**config.mk**
```make
export PLATFORM = sky130hd
export DESIGN_NAME = mavg_filter
export DESIGN_NICKNAME = d
export VERILOG_FILES = /design/src/rtl/mavg_pkg.sv /design/src/rtl/mavg_ring.sv /design/src/rtl/mavg_accum.sv /design/src/rtl/mavg_filter.sv
export SDC_FILE = /design/constraint.sdc
export NUM_CORES = 1
export LEC_CHECK = 0
export BUFFER_PORTS_ARGS = -buffer_cell sky130_fd_sc_hd__buf_4
export CAP_MARGIN = 10
export CORE_AREA = 2 2 158 160
export DETAILED_ROUTE_END_ITERATION = 10
export DIE_AREA = 0 0 160 162
export PLACE_DENSITY = 0.88
export REMOVE_ABC_BUFFERS = 1
export SLEW_MARGIN = 20
export SYNTH_ARGS = -nofsm -noshare
export SYNTH_HDL_FRONTEND = slang
export SYNTH_HIERARCHICAL = 1
export SYNTH_SLANG_ARGS = --single-unit
```
**constraint.sdc**
```tcl
create_clock -name clk -period 6.71 [get_ports clk]
set_input_delay 0.3355 -clock clk [delete_from_list [all_inputs] [get_ports clk]]
set_output_delay 0.3355 -clock clk [all_outputs]
set_load 0.05 [all_outputs]
```
**src/rtl/mavg_pkg.sv**
```systemverilog
package mavg_pkg;

   // Width of a running total that can hold 2^lg samples of sw bits each.
   function automatic int total_width(input int sw, input int lg);
      return sw + lg;
   endfunction

   // Cycles from an accepted sample to its result.
   function automatic int result_latency(input bit split);
      return split ? 2 : 1;
   endfunction

   localparam int MAX_LOG2_DEPTH = 12;
   localparam int MIN_SAMPLE_W   = 2;

endpackage

```
**src/rtl/mavg_ring.sv**
```systemverilog
module mavg_ring #(
   parameter int SAMPLE_W   = 16,
   parameter int LOG2_DEPTH = 4
) (
   input  logic                       clk,
   input  logic                       rst,
   input  logic                       wr_en,
   input  logic signed [SAMPLE_W-1:0] wr_data,
   output logic signed [SAMPLE_W-1:0] evict_data,
   output logic                       fill_now
);
   localparam int DEPTH = 1 << LOG2_DEPTH;

   logic signed [SAMPLE_W-1:0] slot_q [DEPTH];
   logic [LOG2_DEPTH-1:0]      head_q;
   logic                       seen_all_q;

   // Read-before-write: old contents of the head slot are visible this cycle.
   assign evict_data = slot_q[head_q];
   assign fill_now   = seen_all_q | (&head_q);

   always_ff @(posedge clk) begin
      if (rst) begin
         for (int k = 0; k < DEPTH; k++) slot_q[k] <= '0;
      end else if (wr_en) begin
         slot_q[head_q] <= wr_data;
      end
   end

   // Head pointer wraps naturally since DEPTH is a power of two.
   always_ff @(posedge clk) begin
      if (rst) begin
         head_q     <= '0;
         seen_all_q <= 1'b0;
      end else if (wr_en) begin
         head_q     <= head_q + LOG2_DEPTH'(1);
         seen_all_q <= seen_all_q | (&head_q);
      end
   end

endmodule

```
**src/rtl/mavg_accum.sv**
```systemverilog
module mavg_accum #(
   parameter int SAMPLE_W   = 16,
   parameter int LOG2_DEPTH = 4,
   parameter bit PIPE_SPLIT = 1'b0
) (
   input  logic                       clk,
   input  logic                       rst,
   input  logic                       acc_en,
   input  logic signed [SAMPLE_W-1:0] new_s,
   input  logic signed [SAMPLE_W-1:0] old_s,
   input  logic                       fill_in,
   output logic                       res_valid,
   output logic signed [SAMPLE_W-1:0] res_avg,
   output logic                       res_full
);
   localparam int TOT_W  = mavg_pkg::total_width(SAMPLE_W, LOG2_DEPTH);
   localparam int DIFF_W = SAMPLE_W + 1;

   logic signed [TOT_W-1:0] total_q;

   generate
      if (PIPE_SPLIT == 1'b0) begin : g_single
         logic signed [TOT_W-1:0]    new_ext, old_ext, nxt_total;
         logic                       v_q, f_q;
         logic signed [SAMPLE_W-1:0] a_q;

         assign new_ext   = {{LOG2_DEPTH{new_s[SAMPLE_W-1]}}, new_s};
         assign old_ext   = {{LOG2_DEPTH{old_s[SAMPLE_W-1]}}, old_s};
         assign nxt_total = total_q + new_ext - old_ext;

         always_ff @(posedge clk) begin
            if (rst) begin
               total_q <= '0;
               v_q     <= 1'b0;
               a_q     <= '0;
               f_q     <= 1'b0;
            end else begin
               v_q <= acc_en;
               if (acc_en) begin
                  total_q <= nxt_total;
                  a_q     <= nxt_total[TOT_W-1:LOG2_DEPTH];
                  f_q     <= fill_in;
               end
            end
         end

         assign res_valid = v_q;
         assign res_avg   = a_q;
         assign res_full  = f_q;
      end else begin : g_split
         // Stage 1: difference new - old (two-input subtract).
         logic signed [DIFF_W-1:0]   diff_q;
         logic                       s1_v_q, s1_f_q;
         // Stage 2: total + difference (two-input add).
         logic signed [TOT_W-1:0]    diff_ext, nxt_total;
         logic                       v_q, f_q;
         logic signed [SAMPLE_W-1:0] a_q;

         always_ff @(posedge clk) begin
            if (rst) begin
               diff_q <= '0;
               s1_v_q <= 1'b0;
               s1_f_q <= 1'b0;
            end else begin
               s1_v_q <= acc_en;
               if (acc_en) begin
                  diff_q <= {new_s[SAMPLE_W-1], new_s} - {old_s[SAMPLE_W-1], old_s};
                  s1_f_q <= fill_in;
               end
            end
         end

         assign diff_ext  = {{(TOT_W-DIFF_W){diff_q[DIFF_W-1]}}, diff_q};
         assign nxt_total = total_q + diff_ext;

         always_ff @(posedge clk) begin
            if (rst) begin
               total_q <= '0;
               v_q     <= 1'b0;
               a_q     <= '0;
               f_q     <= 1'b0;
            end else begin
               v_q <= s1_v_q;
               if (s1_v_q) begin
                  total_q <= nxt_total;
                  a_q     <= nxt_total[TOT_W-1:LOG2_DEPTH];
                  f_q     <= s1_f_q;
               end
            end
         end

         assign res_valid = v_q;
         assign res_avg   = a_q;
         assign res_full  = f_q;
      end
   endgenerate

endmodule

```
**src/rtl/mavg_filter.sv**
```systemverilog
module mavg_filter #(
   parameter int SAMPLE_W   = 16,
   parameter int LOG2_DEPTH = 4,
   parameter bit PIPE_SPLIT = 1'b0
) (
   input  logic                       clk,
   input  logic                       rst,
   input  logic                       in_valid,
   input  logic signed [SAMPLE_W-1:0] in_sample,
   output logic                       out_valid,
   output logic signed [SAMPLE_W-1:0] out_avg,
   output logic                       out_full
);
   generate
      if (LOG2_DEPTH < 1 || LOG2_DEPTH > mavg_pkg::MAX_LOG2_DEPTH) begin : g_bad_depth
         $error("mavg_filter: LOG2_DEPTH out of range");
      end
      if (SAMPLE_W < mavg_pkg::MIN_SAMPLE_W) begin : g_bad_width
         $error("mavg_filter: SAMPLE_W too small");
      end
   endgenerate

   logic signed [SAMPLE_W-1:0] evicted;
   logic                       fill_now;

   mavg_ring #(
      .SAMPLE_W  (SAMPLE_W),
      .LOG2_DEPTH(LOG2_DEPTH)
   ) u_ring (
      .clk       (clk),
      .rst       (rst),
      .wr_en     (in_valid),
      .wr_data   (in_sample),
      .evict_data(evicted),
      .fill_now  (fill_now)
   );

   mavg_accum #(
      .SAMPLE_W  (SAMPLE_W),
      .LOG2_DEPTH(LOG2_DEPTH),
      .PIPE_SPLIT(PIPE_SPLIT)
   ) u_acc (
      .clk      (clk),
      .rst      (rst),
      .acc_en   (in_valid),
      .new_s    (in_sample),
      .old_s    (evicted),
      .fill_in  (fill_now),
      .res_valid(out_valid),
      .res_avg  (out_avg),
      .res_full (out_full)
   );

endmodule

```
Word-level counts from Yosys, hierarchy flattened:

Memory sizes are Yosys's and may differ from the RTL's. A register that Yosys moved wholly into a read port is not among the register bits.
Cells that the tools add are included.

* add/subtract/negate cells: 3
* multiplexer cells: 10
* bitwise gates (word level): 1
* reductions and logical operators: 2

Operators by type and width (number)
* adder 20 x 16 -> 20 bit: 1
* subtractor 20 x 16 -> 20 bit: 1
* 2-to-1 mux 16 bit: 1
* OR reduction 16 bit: 1
* 2-to-1 mux 4 bit: 3
* 2-to-1 mux 1 bit: 6
* adder 4 x 1 -> 4 bit, second input constant: 1
* AND reduction 4 bit: 1
* bitwise OR 1 bit: 1

* bits in registers: 42
* bits in writable memories: 256
* input port bits: 19
* output and inout port bits: 18
* word-level logic and storage cells: 22
* memories kept: 1

Memories
* u_ring.slot_q: depth 16, bits a word 16, read ports 1, clocked after memory_dff 1, write ports 16, RTL line mavg_ring.sv:14 `logic signed [SAMPLE_W-1:0] slot_q [DEPTH];`

Logic depth before layout (Yosys ltp):

Gate-level depths: netlist (run 1).

* depth in word-level cells: 5
* depth in mapped cells: 16

Hierarchy:

Netlist (run 1), hierarchy kept.

Modules (own cells, without submodules)
* mavg_ring: instances 1, cells an instance 766, area each 12090.3 µm², seq. area each 7867.5 µm²
* mavg_accum: instances 1, cells an instance 316, area each 2531.2 µm², seq. area each 440.4 µm²

Worst setup path before layout (run 1):

Ideal clock, no wire load.

* path type: reg2reg
* start point: register (tool-made name)
* end point: register u_acc.total_q[18]
* arrival time: 3.772 ns
* data required time: 6.590 ns
* setup slack: 2.818 ns
* cell stages (with the launch flop): 16
* clock period less this slack: 3.892 ns
* path through: dfxtp_1 -> buf_6 -> buf_4 -> mux4_2 -> a22oi_1 -> nand2_1 -> fa_1 -> inv_1 -> fa_1 -> a21o_1 -> a221oi_4 -> nor3_2 -> a211oi_2 -> o21ai_1 -> and4_1 -> a211o_1

RTL lines
* end signal: assignment: RTL line mavg_accum.sv:40 `total_q <= nxt_total;`
* end: declaration: RTL line mavg_accum.sv:19 `logic signed [TOT_W-1:0] total_q;`

==> results of run 1 <==
## Yosys cell counts (all sizes together), types with 16 or more instances
cell	number
ha	26
nand2	37
dfxtp	31
a22oi	32
mux4	64
clkbuf	52
fa	19
nor2	29
inv	77
or2	16
edfxtp	256
and2	258
buf	47
and3	18
## sequential cells by signal (all words and copies together), names as in the netlist, named ones only
signal             flops
u_acc/total_q         20
u_ring/head_q          4
u_ring/slot_q        256
u_acc/res_valid        1
u_acc/res_full         1
u_ring/seen_all_q      1
## routing by layer
| layer | GRT usage, % | wire length [µm] | part of all wire [%] |
|---|---|---|---|
| met3 | 4.03 | 2660 | 8.1 |
| met2 | 45.0 | 16900 | 51 |
| met1 | 31.5 | 12100 | 37 |
| met5 | 0 | 0 | 0 |
| met4 | 10.2 | 1180 | 3.6 |
## worst max-delay path, cell delays in order, from the launching register on
cell and delay, ns:
sky130_fd_sc_hd__dfxtp_4 0.76, sky130_fd_sc_hd__buf_12 0.31, sky130_fd_sc_hd__mux4_1 0.59, sky130_fd_sc_hd__a22oi_1 0.38, sky130_fd_sc_hd__nand2_1 0.15, sky130_fd_sc_hd__fa_1 0.51
sky130_fd_sc_hd__inv_1 0.04, sky130_fd_sc_hd__ha_1 0.38, sky130_fd_sc_hd__and3_1 0.26, sky130_fd_sc_hd__a221oi_4 0.37, sky130_fd_sc_hd__nor3_2 0.09, sky130_fd_sc_hd__a211oi_2 0.29
sky130_fd_sc_hd__o21ai_1 0.15, sky130_fd_sc_hd__and4_1 0.21, sky130_fd_sc_hd__a211o_1 0.26
## cell type report
| cell class | instances | area [µm²] | share of cell area (%) |
|---|---|---|---|
| inverter | 77 | 289 | 1.84 |
| sequential | 287 | 8310 | 52.8 |
| tap | 324 | 405 | 2.57 |
| clock inverter | 19 | 201 | 1.28 |
| clock buffer | 34 | 744 | 4.73 |
| multi-input combinational | 619 | 5460 | 34.7 |
| timing repair buffer | 43 | 335 | 2.13 |
## power groups by stage
stage               clock [W]  combinational, W  sequential (W)
floorplan                   0          0.000917         0.00225
detailed placement          0           0.00135         0.00216
CTS                   0.00162           0.00136         0.00212
global route          0.00169           0.00151         0.00212
global placement            0           0.00132         0.00215
finish                0.00161           0.00138         0.00211
## worst paths after layout
path / to / startpoint / cells after the start / slack, ns
worst max-delay path: u_acc/total_q[18] / flip-flop / 14 / 1.81
worst min-delay path: u_ring/slot_q[4][13] / in_sample[13] / 2 / 0.20
worst max register to register: u_acc/total_q[18] / flip-flop / 14 / 1.81
worst min register to register: u_ring/seen_all_q / u_ring/seen_all_q / 2 / 0.50
## layout by cell type, fill, tap and decap left out, types with 3 or more instances in the layout
master	count
sky130_fd_sc_hd__o21ai_1	7
sky130_fd_sc_hd__clkinv_2	4
sky130_fd_sc_hd__nor2b_1	4
sky130_fd_sc_hd__mux2i_1	15
sky130_fd_sc_hd__clkinv_1	6
sky130_fd_sc_hd__clkbuf_1	5
sky130_fd_sc_hd__a21oi_1	14
sky130_fd_sc_hd__clkbuf_16	29
sky130_fd_sc_hd__nand3_1	5
sky130_fd_sc_hd__clkinvlp_4	4
sky130_fd_sc_hd__xor2_1	9
sky130_fd_sc_hd__fa_1	19
sky130_fd_sc_hd__a211oi_1	6
sky130_fd_sc_hd__and3_1	18
sky130_fd_sc_hd__and2_1	258
sky130_fd_sc_hd__xnor2_1	11
sky130_fd_sc_hd__buf_4	42
sky130_fd_sc_hd__dfxtp_1	29
sky130_fd_sc_hd__inv_1	77
sky130_fd_sc_hd__nand2_1	37
sky130_fd_sc_hd__nor2_1	28
sky130_fd_sc_hd__or2_2	15
sky130_fd_sc_hd__a21o_1	7
sky130_fd_sc_hd__ha_1	26
sky130_fd_sc_hd__a22oi_1	32
sky130_fd_sc_hd__edfxtp_1	256
sky130_fd_sc_hd__mux4_2	45
sky130_fd_sc_hd__mux4_1	19
sky130_fd_sc_hd__nand4_1	3
sky130_fd_sc_hd__o21ai_0	6
sky130_fd_sc_hd__bufinv_16	4
## kinds of logic after synthesis
kind of cell,count (synthesis),synth area share (%)
mux,80,11.4
compound gates,94,4.67
fa+ha+maj,45,4.83
buf+inv,176,5.85
xor+xnor,20,1.20
flops,287,56.8
simple gates,380,15.2
## stage by stage
| stage | power, W | std cells |
|---|---|---|
| finish | 0.00510 | 1403 |
| CTS | 0.00511 | 1402 |
| global placement | 0.00347 | 1349 |
| floorplan | 0.00316 | 983 |
| global route | 0.00532 | 1403 |
| detailed placement | 0.00351 | 1349 |
==> results.txt, run 1 <==
* Total gr overflow: 0
- Setup violations remaining at the end of the flow were counted as 0.
* Leakage: about 6.2 nW
- H-Tree Depth: 1
- Part of the power in combinational logic: 27.0%
- After synthesis, the share of flip-flops with an asynchronous set or reset is 0%.
- Summing every instance area after synthesis gives around 15,000 µm².
- WL/cell: 23.4 µm
* Initial cell density of the core: a little over 60%
- Root Driver: sky130_fd_sc_hd__clkbuf_16
- Of all nets on the critical path, the largest fanout is 31.
- The average instance in the mapped netlist occupies roughly 14 µm².
- Worst Max-Slew Pin Slew: about 0.8 ns
- Remaining max-slew budget at the tightest pin: 45.5%
- Share of total power in sequential cells: about two fifths
* Height of the chip: ~160 µm
* # Max-Cap Violations: 0
* Clock transition at the registers of the reported paths: around 0.06 ns
- Placement-stage cell area: around 15,000 µm²
* Post-CTS Setup Repair Bufs: 0
- Gates resized, CTS repair: 0
- Initial antenna violation count: 0
- Clock latency on the worst-skew pair, taken at its later pin, is around 0.55 ns.
- HPWL after DPL: roughly 20,000 µm
- 1st-pass router iterations: 6
- Smallest setup slack after layout: roughly 1.8 ns
- Kind of start point of the critical path: flip-flop
- Counting the buffers created by CTS gives 29.
- Yosys printed 6 warnings.
* Pins over their slew limit: 0
- Total number of vias: ~8,600
- Type of destination of the critical path: flip-flop
- Detailed Route Iter0 Violations: between 900 and 1,000
- Relative contribution of the clock network to total power: 31.6%
* Number of port buffers: 36
* Count of nets after finishing: between 1,000 and 1,500
- Post-synth top flop: sky130_fd_sc_hd__edfxtp_1
* Status: finished, final reports clean
- Arrival @ worst endpoint: 5.34 ns
- By area the synthesized netlist is led by sky130_fd_sc_hd__edfxtp_1 53%, sky130_fd_sc_hd__and2_1 11%, sky130_fd_sc_hd__mux4_2 6.9%, sky130_fd_sc_hd__dfxtp_1 4.2%, sky130_fd_sc_hd__mux4_1 3.4%.
- The worst path uses between 70 and 80% of the clock period.
- The number of antenna diodes in the final layout is 0.
- From synthesis to final layout, the design area changed by 7.69%.
- Setup total negative slack on the finished layout was measured at 0 ns.
* Minimum period implied by the final worst setup slack: between 4 and 5 ns
- The via count of the first global-routing pass is roughly 8,800.
- Measured on the finished design, the core utilization comes to between 60% and 70%.
* Die boundary width: 160 µm
* DIE AREA: around 26,000 µm²
- Switching part of the total power: 30.6%
- After filler insertion, the fill cell instance count of the layout stands at between 1,500 and 2,000.
* Largest net degree at the start of global routing: 57
- Summed over its instances, the top area cell type makes up a little over half of the synthesized netlist area.
* # IOs: 37
- Clock tree skew after final layout: ~0.014 ns
* Post-placement worst setup slack: 1.77 ns
- Sequential fraction of the synthesis area: between 50% and 60%
* Routed WL: 32,900 µm
- Clock Sinks: between 200 and 300
- Final count of hold timing violations: 0
* Hold Buf Count CTS: 0
- Number of vias per cell: approximately 6.1
* Data required time of the worst path: ~7.1 ns
* Maximum ir drop on the vdd rail: roughly 0.00024 V
* Smallest hold slack: 0.203 ns
* Buffer levels on the longest clock path: 3
- Library cell occupying the most area in the post-synthesis netlist: sky130_fd_sc_hd__edfxtp_1
- Setup repair after global routing left no endpoint under its margin.
* Global-route usage over all layers: between 20% and 30%
- In this run the remaining antenna-violating nets after routing total 0.
- Type of the most critical hold path: in2reg
- For this design the total switching power over the nets is roughly 0.0016 W.
- Count of cell types in the netlist: 58
* Routability-driven placement congestion ratio: slightly above 0.8
- Proportion of layout cells with a drive suffix above 1: about 14%
- Static timing analysis puts the maximum clock frequency at just over 0.2 GHz.
* Number of remaining DRC errors: 0
- Cell internal power was estimated by the tool at around 0.0035 W.
* Post-synth EDFFs: ~260
- Clock tree from TritonCTS: done
- Power per standard cell area: 324 nW/µm²
- By startpoint and endpoint, the worst setup path is classified as reg2reg.
- The first global-routing pass estimated around 50,000 µm of wire.
* Flop and latch count out of synthesis: about 290
* Row Count: between 50 and 60
- Summing all non-filler instances in the final layout gives an area of around 16,000 µm².
- In the synthesized netlist, the number of instances is around 1,100.
- The floorplan step defined a core boundary enclosing about 24,000 µm².
No activity file was read; power rests on OpenSTA's default activity.
==> inputs of run 2 (changes only) <==
- CORE_AREA: 2 2 158 160 -> 2 2 164 166
- DIE_AREA: 0 0 160 162 -> 0 0 166 168
- PLACE_DENSITY: 0.88 -> 0.86
- clock period: 6.71 -> 4.3 ns (I/O delays scaled with it)
==> results.txt, run 2 (same netlist as run 1, synthesis figures left out) <==
* Number of remaining DRC errors: 0 (unchanged)
* Number of vias per cell: 6.00 (-2.1%)
- The final-layout setup total negative slack came to 0 ns (unchanged).
* Clock Sinks: 287 (unchanged)
- Worst Max-Slew Pin Slew: 0.885 ns (+0.0665 ns)
* HPWL after DPL: 20,300 µm (+1.5%)
- The area enclosed by the die boundary came to 27,900 µm² (+7.6%).
- The aggregate global routing overflow came to 0 (unchanged).
- Clock transition at the registers of the reported paths: 0.06 ns (about the same)
- The post-layout utilization of the core came to 61.0% (-4.3 points).
* Count of nets after finishing: 1,144 (+2.1%)
- The maximum fanout count along the critical path came to 10 (-68%).
* Die boundary width: 166 µm (+3.8%)
- Routed WL: 32,800 µm (-0.36%)
- The highest attainable clock frequency is 0.240 GHz (+18%).
- Count of inserted antenna diode cells: 0 (unchanged)
- The worst supply voltage drop on vdd is 0.000315 V (+31%).
* Total number of vias: 8,665 (+0.79%)
- Global-route usage over all layers: 23.5% (-1.9 points)
- Final-report setup violation count: 0 (unchanged)
- The number of standard cells in the layout, taps in and fillers out was 1,444 (+2.9%).
* Register-to-register path setup slack: 0.13 ns (-1.68 ns)
- The required time of the worst setup path was 4.73 ns (-2.41 ns).
* Type of destination of the critical path: flip-flop
* Height of the chip: 168 µm (+3.7%)
- Placed Cells incl. Taps: 1,383 (+2.5%)
* H-Tree Depth: 1 (unchanged)
- Highest-count cells in the layout ignoring fill and taps: 258 x sky130_fd_sc_hd__and2_1, 256 x sky130_fd_sc_hd__edfxtp_1, 77 x sky130_fd_sc_hd__inv_1, 59 x sky130_fd_sc_hd__buf_4, 45 x sky130_fd_sc_hd__mux4_2
- The initial DRC count is 1,100 (+20%).
- The number of maximum-capacitance violations is 0 (unchanged).
* Area growth from synthesis to layout: 9.90%
- The critical path goes through buf_8 > mux4_1 > a22oi_2 > nand2_1 > fa_1 > inv_1 > ha_1 > a21o_1 > a311oi_2 > nand2_1 > a211oi_1 > or2_1 > mux2i_1 > mux2_1.
- The flow ran to the end, and the final reports show no timing, DRC or antenna violations.
- The post-route fraction of the period consumed by the critical path is 97.0% (+24 points).
- Slowest CP cell: sky130_fd_sc_hd__mux4_1
* Initial cell density of the core: 55.5% (-5.2 points)
- Core region area: 26,400 µm² (+9.3%)
- The hold violation count in the final report came to 0 (unchanged).
- Largest net degree at the start of global routing: 49 (-14%)
- The global-route wire length before repair came to 50,300 µm (+1.6%).
- The number of optimization iterations in the first detailed-route pass is 5 (-1).
- # IOs: 37 (unchanged)
- Remaining max-slew budget at the tightest pin: 41.0% (-4.4 points)
- Sequential Area: 8310 µm² (unchanged)
- The detailed-route wire length per cell was 22.7 µm (-3.2%).
- Clock tree from TritonCTS: done
- The leakage power total was 6.38 nW (+2.3%).
* Post-placement worst setup slack: 0.103 ns (-1.67 ns)
- The cell area power density came to 505 nW/µm² (+56%).
- Largest stage delay on the critical path: 0.60 ns (-0.16 ns)
* Minimum period implied by the final worst setup slack: 4.17 ns (-0.730 ns)
- Number of port buffers: 36 (unchanged)
- Row Count: 60 (+5.3%)
* Buffer levels on the longest clock path: 3 (unchanged)
- The TritonCTS buffer count came to 29 (unchanged).
- The number of flip-flops under the largest register name was 256 (unchanged).
- The number of max-slew violations in the final report is 0 (unchanged).
- By instance count, the cell type seen most on the critical path is sky130_fd_sc_hd__nand2_1.
- WS Path Type: reg2reg
- Final ANT Viol Nets: 0 (unchanged)
* Arrival @ worst endpoint: 4.60 ns (-0.74 ns)
* Number of global-route vias before repair: 8,947 (+1.6%)
- The worst hold path belongs to the class in2reg.
- The total area of multi-input combinational cells was 5510 µm² (+0.96%).
- The initial antenna violation count was 0 (unchanged).
- Registers with the highest flip-flop counts: u_ring/slot_q: 256 flops, u_acc/total_q: 20 flops, u_ring/head_q: 4 flops
* Root Driver: sky130_fd_sc_hd__clkbuf_16
- Ranked by flip-flop count, first place goes to u_ring/slot_q.
* Smallest setup slack after layout: 0.128 ns (-1.68 ns)
- Worst-Skew Late Latency: 0.55 ns (about the same)
* Kind of start point of the critical path: flip-flop
- The weighted congestion reported at the end of routability-driven placement came to 0.872 (+5.0%).
- FILL cells: 1,877 (+15%)
- Most common cell after layout, fill and taps aside: sky130_fd_sc_hd__and2_1
- Clock tree skew after final layout: 0.0182 ns (+0.00403 ns)
* Proportion of layout cells with a drive suffix above 1: 17.0% (+2.8 points)
- The total power of the final layout is 0.00811 W (+59%).
run 2: cell types whose count changed in the layout (fill, tap and decap cells not counted), moves of 2 or more:
cell / change
sky130_fd_sc_hd__buf_4: +17
sky130_fd_sc_hd__a22oi_1: -8
sky130_fd_sc_hd__a22oi_2: +8
sky130_fd_sc_hd__clkbuf_1: +7
sky130_fd_sc_hd__clkinv_1: -6
sky130_fd_sc_hd__clkbuf_8: +3
sky130_fd_sc_hd__buf_12: +2
run 2: final cells by class:
cell class	count	area share, %
clock inverters	10	0.849
multi-input cells	619	34.3
repair buffers	66	3.62
inverters	77	1.80
clock buffers	44	5.05
well taps	341	2.66
flip-flops and latches	287	51.7
run 2: worst max-delay path, delay by kind of cell, from the launching register on:
kind	cells	cell delay (ns)
mux	3	1.14
fa+ha+maj	2	0.89
buf+inv	2	0.23
compound gates	4	0.94
simple gates	3	0.42
flops	1	0.44
run 2: power breakdown:
| group | switching [W] | internal, W |
|---|---|---|
| Combinational | 0.00133 | 0.000995 |
| Clock | 0.00103 | 0.00148 |
| Sequential | 0.0000826 | 0.00320 |
| Total | 0.00244 | 0.00567 |
run 2: routing by layer:
| metal | global-route usage (%) | vias to the layer above | wire length (µm) |
|---|---|---|---|
| met2 | 40.0 | 444 | 16500 |
| met1 | 29.4 | 4320 | 12500 |
| met3 | 4.96 | 78 | 2690 |
| li1 | - | 3823 | - |
| met4 | 9.72 | 0 | 1080 |
| met5 | 0 | - | 0 |
run 2: repair_timing:
action,4_1_cts,5_1_grt
buffers inserted,0,6
endpoints found under the setup margin,0,6
gates resized for setup,0,15
hold endpoints to repair,0,0
hold buffers,0,0
run 2: final timing paths:
| kind | from | endpoint | depth (start not counted) |
|---|---|---|---|
| max | flip-flop | u_acc/total_q[19] | 14 |
| min | in_valid | u_ring/head_q[0] | 3 |
| min reg2reg | u_acc/total_q[2] | u_acc/total_q[2] | 2 |
| max reg2reg | flip-flop | u_acc/total_q[19] | 14 |
run 2: metrics by stage:
step	instance area, µm²	hold slack, ns
2_1_floorplan	14100	0.287
3_3_place_gp	15000	0.453
3_5_place_dp	15000	0.481
4_1_cts	15900	0.0512
5_1_grt	16100	0.0934
6_report	16100	0.0828
==> inputs of run 3 (changes only) <==
- BUFFER_PORTS_ARGS: -buffer_cell sky130_fd_sc_hd__buf_4 -> -buffer_cell sky130_fd_sc_hd__buf_2
- clock period: 4.3 -> 3.3 ns (I/O delays scaled with it)
==> results.txt, run 3 (same netlist as run 1, synthesis figures left out) <==
- The run finished, with violations left.
- The final reports fail on negative setup slack.
- TritonCTS built the clock tree.
- The maximum fanout count along the critical path is 5 (-5).
* Count of inserted antenna diode cells: 0 (unchanged)
- The clock-pin slew on the worst setup and hold paths came to 0.06 ns (about the same).
* WS Path Type: reg2reg
* Final Cycle Share: 123% (+26 points)
- Part of the power in combinational logic: 39.5% (+11 points)
* Share of total power in sequential cells: 35.3% (-5.1 points)
* DIE AREA: 27,900 µm² (unchanged)
* Global-route usage over all layers: 26.6% (+3.2 points)
- Traced cell by cell, the critical path runs through buf_12 > buf_8 > mux4_1 > a22oi_2 > nand2_2 > fa_1 > inv_1 > ha_2 > a21oi_4 > o21ai_2 > a211o_1 > a211oi_4 > o21ai_2 > a2111oi_2 > a211o_1.
* Maximum ir drop on the vdd rail: 0.000537 V (+70%)
- Type of destination of the critical path: flip-flop
- Number of vias per cell: 6.10 (+1.7%)
- The weighted congestion reported at the end of routability-driven placement is 0.874 (+0.31%).
- The cell area power density was 696 nW/µm² (+38%).
- Hold path startpoint: in_valid
* Total non-filler cell area in the finished layout: 17,400 µm² (+8.4%)
- In the final layout, the registers with the most flip-flops are u_ring/slot_q: 256 flops, u_acc/total_q: 20 flops, u_ring/head_q: 4 flops.
- Remaining max-slew budget at the tightest pin: 45.6% (+4.6 points)
- Largest stage delay on the critical path: 0.57 ns (-0.03 ns)
- The data arrival at the endpoint of the critical path was 4.54 ns (-0.06 ns).
- The final routed DRC violation total is 0 (unchanged).
- Counting flops per register, the top entry is u_ring/slot_q.
- The initial antenna violation count is 1 (+1).
* TritonCTS Buffers: 29 (unchanged)
- Setup repair after global routing could not meet its margin everywhere.
- The number of setup violations in the final report was 16 (+16).
- The H-tree depth reported by CTS is 1 (unchanged).
- Switching part of the total power: 32.4% (+2.3 points)
- The number of fill cells in the layout is 1,683 (-10%).
* Most common cell after layout, fill and taps aside: sky130_fd_sc_hd__and2_1
* Smallest hold slack: 0.0712 ns (-0.0116 ns)
- # Max-Cap Violations: 0 (unchanged)
- The worst-case clock buffer depth was 3 (unchanged).
- Achievable clock frequency: 0.247 GHz (+3.1%)
- The total number of placement rows came to 60 (unchanged).
- The required time of the worst setup path was 3.80 ns (-0.93 ns).
- Number of global-route vias before repair: 9,937 (+11%)
- The number of standard cells in the layout, taps in and fillers out is 1,559 (+8.0%).
- Core region area: 26,400 µm² (unchanged)
- Type of the most critical hold path: in2reg
- Clock tree skew after final layout: 0.0138 ns (-0.00438 ns)
- Minimum period implied by the final worst setup slack: 4.05 ns (-0.126 ns)
* Worst Max-Slew Pin Slew: 0.816 ns (-0.0684 ns)
- The fraction of layout instances using a drive strength above 1 came to 32.7% (+16 points).
- Area growth from synthesis to layout: 19.1%
* Reported net switching power: 0.00392 W (+61%)
- The internal portion of total power was 0.00820 W (+44%).
- Total number of vias: 9,510 (+9.8%)
- Root Driver: sky130_fd_sc_hd__clkbuf_16
* Highest-count cells in the layout ignoring fill and taps: 258 x sky130_fd_sc_hd__and2_1, 256 x sky130_fd_sc_hd__edfxtp_1, 115 x sky130_fd_sc_hd__buf_4, 69 x sky130_fd_sc_hd__inv_1, 58 x sky130_fd_sc_hd__mux4_2
- 1st-pass router iterations: 5 (unchanged)
- The starting density of the core is 55.5% (unchanged).
* HPWL after DPL: 23,500 µm (+15%)
- Smallest setup slack after layout: -0.746 ns (-0.874 ns)
- The slowest stage of the critical path is the sky130_fd_sc_hd__mux4_1 cell.
- The number of cells in the design after placement came to 1,473 (+6.5%).
- Die boundary width: 166 µm (unchanged)
- Leakage: 6.95 nW (+9.0%)
- Buf+Inv Stages, Crit Path: 3 (+1)
- The post-layout utilization of the core was 66.1% (+5.1 points).
- The quantity of I/O buffers inserted on ports was 36 (unchanged).
- Largest register FFs: 256 (unchanged)
* Cell depth of the worst hold path: 3 (unchanged)
- The clock network power share is 25.2% (-5.7 points).
- Routed WL: 38,600 µm (+18%)
- The worst setup path is launched from a flip-flop.
- The global-route wire length before repair was 56,300 µm (+12%).
* WL/cell: 24.8 µm (+9.2%)
- The aggregate global routing overflow came to 0 (unchanged).
- The register-to-register path setup slack was -0.75 ns (-0.87 ns).
- Height of the chip: 168 µm (unchanged)
- Worst-Skew Late Latency: 0.55 ns (about the same)
* Gate family responsible for the most delay along the worst path: compound AO/OA/AOI/OAI gates
- The number of cells traversed by the worst register-to-register path was 15 (+1).
* Largest net degree at the start of global routing: 47 (-4.1%)
- The hold violation count in the final report was 0 (unchanged).
* Worst reg2reg path endpoint: u_acc/total_q[18]
- Count of nets after finishing: 1,262 (+10%)
- # IOs: 37 (unchanged)
- The initial DRC count was 1,199 (+9.0%).
- Final ANT Viol Nets: 0 (unchanged)
- The number of max-slew violations in the final report is 0 (unchanged).
* Clock Sinks: 287 (unchanged)
- Placement-stage cell area: 15,600 µm² (+4.4%)
## run 3: how the worst max path moves through the flow
| stage | from | end | slack, ns | depth (start not counted) |
|---|---|---|---|---|
| final | flip-flop | u_acc/total_q[18] | -0.75 | 15 |
| after floorplan | flip-flop | u_acc/total_q[18] | -2.66 | 13 |
| after CTS | flip-flop | u_acc/total_q[19] | -0.57 | 16 |
| after global routing | flip-flop | u_acc/total_q[19] | -0.85 | 16 |
| after global placement | flip-flop | u_acc/total_q[18] | -0.81 | 15 |
| after detailed placement | flip-flop | u_acc/total_q[18] | -0.87 | 14 |
## run 3: layout make-up
cell class                      instances  area [µm²]  area share [%]
Clock buffer                           44         802            4.61
Clock inverter                          7        63.8           0.366
Inverter                               77         289            1.66
Multi-Input combinational cell        619        5980            34.3
Sequential cell                       287        8310            47.7
Tap cell                              341         427            2.45
Timing Repair Buffer                  184        1540            8.85
## run 3: timing repair
item                       CTS  global route
gates resized for setup     84            68
setup buffers               24            12
cloned                       0             0
pin swaps                   55            46
setup endpoints to repair   17            16
hold buffers                 0             0
## run 3: worst reg2reg max path: stages (launching register included)
cell and delay, ns:
sky130_fd_sc_hd__dfxtp_4 0.38, sky130_fd_sc_hd__buf_12 0.13, sky130_fd_sc_hd__buf_8 0.13, sky130_fd_sc_hd__mux4_1 0.57, sky130_fd_sc_hd__a22oi_2 0.32, sky130_fd_sc_hd__nand2_2 0.15, sky130_fd_sc_hd__fa_1 0.51, sky130_fd_sc_hd__inv_1 0.06
sky130_fd_sc_hd__ha_2 0.20, sky130_fd_sc_hd__a21oi_4 0.14, sky130_fd_sc_hd__o21ai_2 0.10, sky130_fd_sc_hd__a211o_1 0.36, sky130_fd_sc_hd__a211oi_4 0.31, sky130_fd_sc_hd__o21ai_2 0.12, sky130_fd_sc_hd__a2111oi_2 0.38, sky130_fd_sc_hd__a211o_1 0.14
## run 3: layer usage
metal  track usage [%]  vias up  routed length [µm]
met1              32.3     4751               13500
met3              5.15      119                3730
met4              13.4        2                1450
met2              45.8      599               20000
met5                 0        -                  13
li1                  -     4039                   -
## run 3: metrics by stage
stage / total power, W / TNS [ns] / worst slack, ns
3_3_place_gp: 0.00765 / -8.42 / -0.807
6_report: 0.0121 / -8.36 / -0.746
5_1_grt: 0.0126 / -9.86 / -0.852
2_1_floorplan: 0.00643 / -41.82 / -2.66
3_5_place_dp: 0.00777 / -10.03 / -0.869
4_1_cts: 0.0113 / -6.71 / -0.565
## run 3: power groups by stage
stage	Combinational [W]	Sequential, W	Clock (W)
global route	0.00508	0.00430	0.00321
CTS	0.00398	0.00427	0.00307
detailed placement	0.00343	0.00435	0
finish	0.00479	0.00428	0.00305
floorplan	0.00186	0.00457	0
global placement	0.00332	0.00433	0
